## src/rtl/link_emu_pkg.sv

```systemverilog
package link_emu_pkg;

    localparam int DATA_W      = 32;
    localparam int RL_W        = 4;
    localparam int SEL_W       = 4;
    localparam int PAT_W       = RL_W + 2;
    localparam int HOLD_CYCLES = 6;

    typedef enum logic [2:0] {
        MODE_RUN     = 3'd0,
        MODE_STEP    = 3'd1,
        MODE_SWITCH  = 3'd2,
        MODE_PATTERN = 3'd3,
        MODE_EXTERN  = 3'd4
    } mode_e;

    typedef struct packed {
        logic            full_n;
        logic            down_n;
        logic [RL_W-1:0] rl;
    } flow_t;

    function automatic mode_e decode_mode(input logic [SEL_W-1:0] sel);
        case (sel)
            4'd1:    return MODE_STEP;
            4'd2:    return MODE_SWITCH;
            4'd3:    return MODE_PATTERN;
            4'd4:    return MODE_EXTERN;
            default: return MODE_RUN;
        endcase
    endfunction

endpackage

```

## src/rtl/emu_sync.sv

```systemverilog
module emu_sync #(
    parameter int W      = 1,
    parameter int STAGES = 2
) (
    input  logic         clk,
    input  logic         rst,
    input  logic [W-1:0] din,
    output logic [W-1:0] dout
);
    logic [W-1:0] stg [STAGES];

    for (genvar i = 0; i < STAGES; i++) begin : g_stage
        if (i == 0) begin : g_first
            always_ff @(posedge clk) begin
                if (rst) stg[0] <= '0;
                else     stg[0] <= din;
            end
        end else begin : g_next
            always_ff @(posedge clk) begin
                if (rst) stg[i] <= '0;
                else     stg[i] <= stg[i-1];
            end
        end
    end

    assign dout = stg[STAGES-1];
endmodule

```

## src/rtl/emu_run_timer.sv

```systemverilog
module emu_run_timer #(
    parameter int HOLD = link_emu_pkg::HOLD_CYCLES
) (
    input  logic clk,
    input  logic rst,
    input  logic run,
    input  logic link_rst,
    output logic down_n
);
    localparam int CW = $clog2(HOLD + 1);
    localparam logic [CW-1:0] HOLD_V = CW'(HOLD);

    logic [CW-1:0] cnt;

    always_ff @(posedge clk) begin
        if (rst)                  cnt <= '0;
        else if (run && link_rst) cnt <= HOLD_V;
        else if (cnt != '0)       cnt <= cnt - 1'b1;
    end

    assign down_n = (cnt == '0);

    assert_run_down_R5: assert property (@(posedge clk) disable iff (rst)
        (run && link_rst) |=> !down_n);
    assert_run_quiet_R5: assert property (@(posedge clk) disable iff (rst)
        (down_n && !(run && link_rst)) |=> down_n);
endmodule

```

## src/rtl/emu_step_ctrl.sv

```systemverilog
module emu_step_ctrl (
    input  logic clk,
    input  logic rst,
    input  logic active,
    input  logic word_in,
    input  logic link_rst,
    input  logic step_pulse,
    output logic full_n,
    output logic down_n
);
    logic full_q, down_q;

    always_ff @(posedge clk) begin
        if (rst || !active) begin
            full_q <= 1'b0;
            down_q <= 1'b0;
        end else begin
            if (word_in)         full_q <= 1'b1;
            else if (step_pulse) full_q <= 1'b0;
            if (link_rst)        down_q <= 1'b1;
            else if (step_pulse) down_q <= 1'b0;
        end
    end

    assign full_n = ~full_q;
    assign down_n = ~down_q;

    assert_step_full_R3: assert property (@(posedge clk) disable iff (rst)
        (active && word_in) |=> !full_n);
    assert_step_hold_R4: assert property (@(posedge clk) disable iff (rst)
        (active && !full_n && !step_pulse) |=> !full_n);
    assert_step_down_R6: assert property (@(posedge clk) disable iff (rst)
        (active && !down_n && !step_pulse) |=> !down_n);
endmodule

```

## src/rtl/emu_word_latch.sv

```systemverilog
module emu_word_latch #(
    parameter int W = link_emu_pkg::DATA_W
) (
    input  logic         clk,
    input  logic         rst,
    input  logic         wr,
    input  logic [W-1:0] data,
    input  logic         is_ctrl,
    output logic [W-1:0] word_q,
    output logic         ctrl_q
);
    always_ff @(posedge clk) begin
        if (rst) begin
            word_q <= '0;
            ctrl_q <= 1'b0;
        end else if (wr) begin
            word_q <= data;
            ctrl_q <= is_ctrl;
        end
    end

    assert_store_R10: assert property (@(posedge clk) disable iff (rst)
        wr |=> (word_q == $past(data)) && (ctrl_q == $past(is_ctrl)));
    assert_keep_R10: assert property (@(posedge clk) disable iff (rst)
        !wr |=> $stable(word_q) && $stable(ctrl_q));
endmodule

```

## src/rtl/link_dest_emu.sv

```systemverilog
module link_dest_emu
    import link_emu_pkg::*;
#(
    parameter int SYNC_STAGES = 2
) (
    input  logic              clk,
    input  logic              rst,
    input  logic [SEL_W-1:0]  mode_sel,
    input  logic [DATA_W-1:0] ud,
    input  logic              uwen_n,
    input  logic              uctrl_n,
    input  logic              ureset_n,
    input  logic              step_btn,
    input  logic              sw_full_n,
    input  logic              sw_down_n,
    input  logic [RL_W-1:0]   sw_rl,
    input  logic [PAT_W-1:0]  pat_in,
    input  logic              ext_full_n,
    input  logic              ext_down_n,
    output logic              lff_n,
    output logic              ldown_n,
    output logic [RL_W-1:0]   lrl,
    output logic [DATA_W-1:0] word_q,
    output logic              ctrl_word
);
    localparam int ASYNC_W = 1 + 2 + RL_W + PAT_W + 2;

    logic [ASYNC_W-1:0] async_raw, async_s;
    logic               btn_s, btn_d, step_pulse;
    logic               swf_s, swd_s, exf_s, exd_s;
    logic [RL_W-1:0]    swrl_s;
    logic [PAT_W-1:0]   pat_s;
    mode_e              mode;
    logic               run_down_n, step_full_n, step_down_n;
    flow_t              sel;

    assign async_raw = {step_btn, sw_full_n, sw_down_n, sw_rl, pat_in, ext_full_n, ext_down_n};

    emu_sync #(.W(ASYNC_W), .STAGES(SYNC_STAGES)) u_sync (
        .clk(clk), .rst(rst), .din(async_raw), .dout(async_s)
    );

    assign {btn_s, swf_s, swd_s, swrl_s, pat_s, exf_s, exd_s} = async_s;

    always_ff @(posedge clk) begin
        if (rst) btn_d <= 1'b0;
        else     btn_d <= btn_s;
    end
    assign step_pulse = btn_s & ~btn_d;

    assign mode = decode_mode(mode_sel);

    emu_run_timer #(.HOLD(HOLD_CYCLES)) u_run (
        .clk(clk), .rst(rst), .run(mode == MODE_RUN),
        .link_rst(~ureset_n), .down_n(run_down_n)
    );

    emu_step_ctrl u_step (
        .clk(clk), .rst(rst), .active(mode == MODE_STEP),
        .word_in(~uwen_n), .link_rst(~ureset_n), .step_pulse(step_pulse),
        .full_n(step_full_n), .down_n(step_down_n)
    );

    emu_word_latch #(.W(DATA_W)) u_word (
        .clk(clk), .rst(rst), .wr(~uwen_n), .data(ud),
        .is_ctrl(~uctrl_n), .word_q(word_q), .ctrl_q(ctrl_word)
    );

    always_comb begin
        sel = '{full_n: 1'b1, down_n: run_down_n, rl: swrl_s};
        case (mode)
            MODE_STEP:    sel = '{full_n: step_full_n, down_n: step_down_n, rl: swrl_s};
            MODE_SWITCH:  sel = '{full_n: swf_s, down_n: swd_s, rl: swrl_s};
            MODE_PATTERN: sel = '{full_n: pat_s[PAT_W-1], down_n: pat_s[PAT_W-2], rl: pat_s[RL_W-1:0]};
            MODE_EXTERN:  sel = '{full_n: exf_s, down_n: exd_s, rl: swrl_s};
            default:      ;
        endcase
    end

    assign lff_n   = sel.full_n;
    assign ldown_n = sel.down_n;
    assign lrl     = sel.rl;

    assert_run_ready_R2: assert property (@(posedge clk) disable iff (rst)
        (mode == MODE_RUN) |-> lff_n);
    assert_unused_sel_R1: assert property (@(posedge clk) disable iff (rst)
        (mode_sel > 4'd4) |-> lff_n);
endmodule

```

## config.mk

```make
export PLATFORM = sky130hd
export DESIGN_NAME = link_dest_emu
export DESIGN_NICKNAME = d
export VERILOG_FILES = /design/src/rtl/link_emu_pkg.sv /design/src/rtl/emu_sync.sv /design/src/rtl/emu_run_timer.sv /design/src/rtl/emu_step_ctrl.sv /design/src/rtl/emu_word_latch.sv /design/src/rtl/link_dest_emu.sv
export SDC_FILE = /design/constraint.sdc
export NUM_CORES = 1
export LEC_CHECK = 0
export BUFFER_PORTS_ARGS = -buffer_cell sky130_fd_sc_hd__buf_2
export CAP_MARGIN = 0
export CORE_MARGIN = 3
export CORE_UTILIZATION = 40
export CTS_BUF_LIST = sky130_fd_sc_hd__clkbuf_2
export DETAILED_ROUTE_END_ITERATION = 6
export PLACE_DENSITY = 0.78
export SYNTH_ARGS = -nofsm -noshare
export SYNTH_HDL_FRONTEND = slang
export SYNTH_SLANG_ARGS = --single-unit
```

## constraint.sdc

```tcl
create_clock -name clk -period 3.5 [get_ports clk]
set_input_delay 0.7 -clock clk [delete_from_list [all_inputs] [get_ports clk]]
set_output_delay 0.7 -clock clk [all_outputs]
set_load 0.02 [all_outputs]
```

# --- Yosys cells after proc, flatten, opt, wreduce, memory -nomap -nowiden ---
# Memory sizes are Yosys's and may differ from the RTL's.
# Index checks and enable logic that the tools add are counted.
op_classes:
  n_addsub: 1
  muxes: 12
  reduce_logical: 8
  eq_ne: 10
  n_bitwise: 8
ops:
  columns: ["cell", "n"]
  rows:
  - ["15-bit 2-to-1 mux", 2]
  - ["6-bit one-hot mux with 4 select lines", 1]
  - ["3-bit one-hot mux with 4 select lines", 1]
  - ["4-bit by 2-bit == test with 1-bit output (second input constant)", 2]
  - ["3-bit by 2-bit == test with 1-bit output (second input constant)", 2]
  - ["3-bit logical NOT", 2]
  - ["1-bit 2-to-1 mux", 6]
  - ["3-bit 2-to-1 mux", 2]
  - ["1-bit NOT", 5]
  - ["4-bit by 1-bit == test with 1-bit output (second input constant)", 1]
  - ["4-bit by 3-bit == test with 1-bit output (second input constant)", 1]
  - ["2-bit by 1-bit != test with 1-bit output (second input constant)", 2]
  - ["3-bit by 1-bit == test with 1-bit output (second input constant)", 1]
  - ["3-bit == test (second input constant)", 1]
  - ["3-bit nonzero test", 1]
  - ["3-bit by 1-bit subtractor with 3-bit output (second input constant)", 1]
  - ["1-bit OR", 2]
  - ["2-bit nonzero test", 1]
  - ["2-bit OR reduction", 1]
  - ["1-bit bitwise AND", 1]
  - ["1-bit logical AND", 1]
  - ["1-bit logical NOT", 1]
  - ["1-bit logical OR", 1]
word_totals:
  word_cells: 47
  ramBits: 30
  reg_bits: 39
  out_inout_bits: 39
  n_memories: 1
  inputBits: 56
memory_table:
  columns: ["name", "depth", "width", "rd", "rd_ports_with_merged_regs", "wr", "line_no", "rtl"]
  rows:
  - ["u_sync.stg", 2, 15, 2, 0, 2, "emu_sync.sv:10", "logic [W-1:0] stg [STAGES];"]

# --- Longest topological paths before layout ---
logic_depth:
  word_depth: 5
  mapped_depth: 6

# --- By module ---
# A second synthesis with hierarchy kept.
hier_totals:
  hier_cells: 230
  hier_area_um2: 2580.0
by_module_without_submodules:
  columns: ["mod", "area_each_um2", "cells_per_inst", "seq_area_each_um2", "n_inst"]
  rows:
  - ["emu_word_latch", 1202.4, 107, 660.6, 1]
  - ["emu_sync", 882.1, 63, 600.6, 1]
  - ["link_dest_emu", 252.7, 33, 20.0, 1]
  - ["emu_run_timer", 152.6, 16, 60.1, 1]
  - ["emu_step_ctrl", 90.1, 11, 40.0, 1]

# --- Least setup slack after synthesis ---
# OpenSTA, ideal clock, no wires.
synth_path:
  path_type: "input to output"
  start: "input port mode_sel[2]"
  end: "output port lrl[0]"
  arrival_ns: 1.611
  setup_slack_ns: 1.189
  path_stages: 3
  t_required_ns: 2.800
  cell_sequence: "buf_4 -> nor4_4 -> mux2_2"
synth_via:
  elab_chain_len: 4
  elab_cells_between_ends: 10
  cone_classes: "eq/ne (8); mux (2)"
synth_lines:
  columns: ["element", "line_no", "rtl"]
  rows:
  - ["start: declaration", "link_dest_emu.sv:8", "input logic [SEL_W-1:0] mode_sel,"]
  - ["4-bit by 3-bit == test with 1-bit output (tied with other cells)", "link_emu_pkg.sv:24", "case (sel)"]
  - ["3-bit one-hot mux with 4 select lines (*)", "link_emu_pkg.sv:24", null]
  - ["3-bit == test (tied with other cells)", "link_dest_emu.sv:71", "case (mode)"]
  - ["6-bit one-hot mux with 4 select lines (*)", "link_dest_emu.sv:71", null]
  - ["end: declaration", "link_dest_emu.sv:22", "output logic [RL_W-1:0] lrl,"]
# Every way passes the cells marked *; elsewhere a longest branch is shown, timed or not.

# --- Final worst setup path ---
layout_path:
  start: "register u_run.cnt[0]"
  end: "output port ldown_n"
layout_via:
  elab_chain_len: 2
layout_lines:
  columns: ["element", "line_no", "rtl"]
  rows:
  - ["start: declaration", "emu_run_timer.sv:13", "logic [CW-1:0] cnt;"]
  - ["start signal: assignment", "emu_run_timer.sv:18", "else if (cnt != '0) cnt <= cnt - 1'b1;"]
  - ["3-bit logical NOT", "emu_run_timer.sv:21", "assign down_n = (cnt == '0);"]
  - ["6-bit one-hot mux with 4 select lines", "link_dest_emu.sv:71", null]
  - ["end: declaration", "link_dest_emu.sv:21", "output logic ldown_n,"]
# Every way passes these cells.

==> qor.txt <==
Root Driver - clkbuf_2
Iter 0 DRT Violations - 83
P&R area growth vs syn - 24.5%
Kind of end point of the critical path - output port
HPWL Detailed - 3430 um
Crit path required time - 2.80 ns
Post-CTS Hold Buffers - 0
RSZ-0062 raised after global routing - no
Clk_skew - 0.0208 ns
Minimum clock period - 2.67 ns
DRC - 0
Post-Syn Nets - 285
Wire per inst - 12.0 um
FF+latch count, synth - 69
Post-CTS Setup Inserts - 0
Port bufs - 94
Clk sinks - 69
CP max FO - 6
Die area - 7060 um^2
First-pass GRT wire length - 8030 um
GRT overflow - 0
Hold Path Class - reg2reg
Most common cell after layout, fill and taps aside - buf_2
IO Pins - 95
Routability Congestion - 0.858
Most frequent cells in the layout - 94 x buf_2, 69 x dfxtp_1, 38 x nor2_1, 33 x mux2i_1, 31 x nor2b_1
Cells after DPL - 381
Clk_lat worst skew - 0.44 ns
Fin cells - 395
Fin crit share - 76.2%
Number of synthesis warnings - 0
Leak - 1.50 nW
Distinct cells, synth - 34
Post-Syn Area - 2430 um^2
Diode count - 0
Relative slew slack - 35.0%
Num rows - 27
Die Y - 84 um
Layout cells sized above 1 - 37.2%
Post-CTS sizing - 0
H-tree levels - 3
Largest stage delay, worst path - 0.36 ns
DR pass1 iterations - 4
Outcome - finished, final reports clean
Slew @ Worst Pin - 0.976 ns
Maximum vdd ir drop - 238 uV
Initial antenna violation count - 0
Largest net degree at the start of global routing - 38
Final nets - 378
Overall die width - 84 um
Longest Clk Path Bufs - 2
Total GRT Usage - 14.3%
PwrDens - 480 nW/um^2
CTS clock-pin slew for the worst setup and hold paths - 0.17 ns
Synthesized netlist cell count - 227
Final setup viols - 0
Layout Utilization - 53.1%
CP max-delay cell - dfxtp_1
Mean Syn Cell Area - 10.7 um^2
Vias - 1818
Min Hold Slack - 0.427 ns
Number of global-route vias before repair - 1846
Initial Util - 42.6%
CTS tree - done
Core area - 5710 um^2
Total CTS buffers - 9
Final wirelength - 4750 um
Arr. time, crit path - 1.97 ns
Fin. max-slew vios - 0
Critical path class - reg2out
Max Fclk - 0.375 GHz
Filler cell count - 546
Startpoint Class - flop
Sequential area share after synthesis - 56.8%
Vias per cell - 4.60
Fin. Hold Viols - 0
CP Cell Sequence - or2_2 -> inv_1 -> ha_1 -> nor2_1 -> o21ai_0 -> o221a_2 -> buf_2
Post-route ant nets - 0
Number of max-cap violations - 0
Setup_tns - 0 ns
## flip-flops by register name (all words and copies together), names as in the netlist
register	flops
u_word.word_q	32
u_sync.stg	30
u_run.cnt	3
btn_d	1
u_step.down_q	1
u_step.full_q	1
u_word.ctrl_q	1
## where the power goes
group          internal [W]  leakage, nW  switching, W  total, W
logic             0.0000936        0.867      0.000113  0.000207
registers          0.000830        0.570     0.0000181  0.000848
clock network      0.000161       0.0653      0.000240  0.000401
total               0.00108         1.50      0.000371   0.00146
## layout make-up
cell class | instances | area [um^2] | share of cell area [%]
inverters | 5 | 21.3 | 0.702
repair buffers | 95 | 478 | 15.8
clock inverters | 3 | 38.8 | 1.28
clock buffers | 11 | 55.1 | 1.82
well taps | 72 | 90.1 | 2.97
multi-input cells | 140 | 965 | 31.8
flip-flops and latches | 69 | 1380 | 45.6
## per-layer routing
layer	wire length, um	part of all wire (%)	vias to the layer above	GRT usage [%]
li1	-	-	931	-
met4	89	1.9	0	9.06
met2	2470	52	59	25.5
met1	1860	39	820	14.5
met3	328	6.9	8	4.34
met5	0	0	-	0
## worst max-delay path, delay by kind of cell, from the launching register on
kind	cells	cell delay, ns
DFF	1	0.36
AOI/OAI and AO/OA	2	0.34
and+or+nand+nor	2	0.37
buffers and inverters	2	0.21
adders and majority gates	1	0.26
## stage by stage
stage,instance area (um^2),power [W],setup WS [ns]
3_3_place_gp,2940,0.00107,0.996
2_1_floorplan,2430,0.00100,1.19
6_report,3030,0.00146,0.832
5_1_grt,3030,0.00154,0.604
3_5_place_dp,2940,0.00107,0.969
4_1_cts,3030,0.00149,0.743
## synthesized netlist by cell type
cell type	number	area share, %
a211oi_1	1	0.31
a21o_1	1	0.31
a21oi_1	5	1.0
a21oi_2	1	0.36
a31oi_1	3	0.77
and3b_1	1	0.36
buf_1	3	0.46
buf_2	5	1.0
buf_4	1	0.31
buf_6	1	0.46
clkbuf_1	3	0.46
dfxtp_1	69	57
ha_1	2	1.0
inv_1	3	0.46
inv_2	1	0.15
inv_4	1	0.26
mux2_2	4	1.9
mux2i_1	33	14
nand2_1	3	0.46
nand2b_1	1	0.26
nor2_1	38	5.9
nor2_4	1	0.46
nor2b_1	31	8.0
nor3_1	1	0.21
nor4_1	1	0.26
nor4_4	1	0.87
nor4b_1	1	0.36
o21ai_0	5	1.0
o221a_2	1	0.46
or2_2	1	0.26
or4_1	1	0.31
or4b_4	1	0.57
xnor2_1	1	0.36
xor2_1	1	0.36
## cells by family (layout without fill, tap and decap cells)
| family | after synthesis | in the layout | synth area share [%] |
|---|---|---|---|
| compound gates | 17 | 17 | 4.27 |
| xor+xnor | 2 | 2 | 0.720 |
| fa+ha+maj | 2 | 2 | 1.03 |
| buf+inv | 18 | 114 | 3.60 |
| flops | 69 | 69 | 56.8 |
| mux | 37 | 37 | 15.4 |
| simple gates | 82 | 82 | 18.2 |
## worst paths after layout
kind	from	slack, ns	depth (start not counted)	end
setup / recovery	u_run.cnt[0]	0.83	7	ldown_n
hold / removal	u_sync.stg[0][14]	0.43	1	u_sync.stg[1][14]
setup reg to reg	u_run.cnt[0]	2.00	5	u_run.cnt[1]
hold reg to reg	u_sync.stg[0][14]	0.43	1	u_sync.stg[1][14]
(Power assumes the default switching activity.)
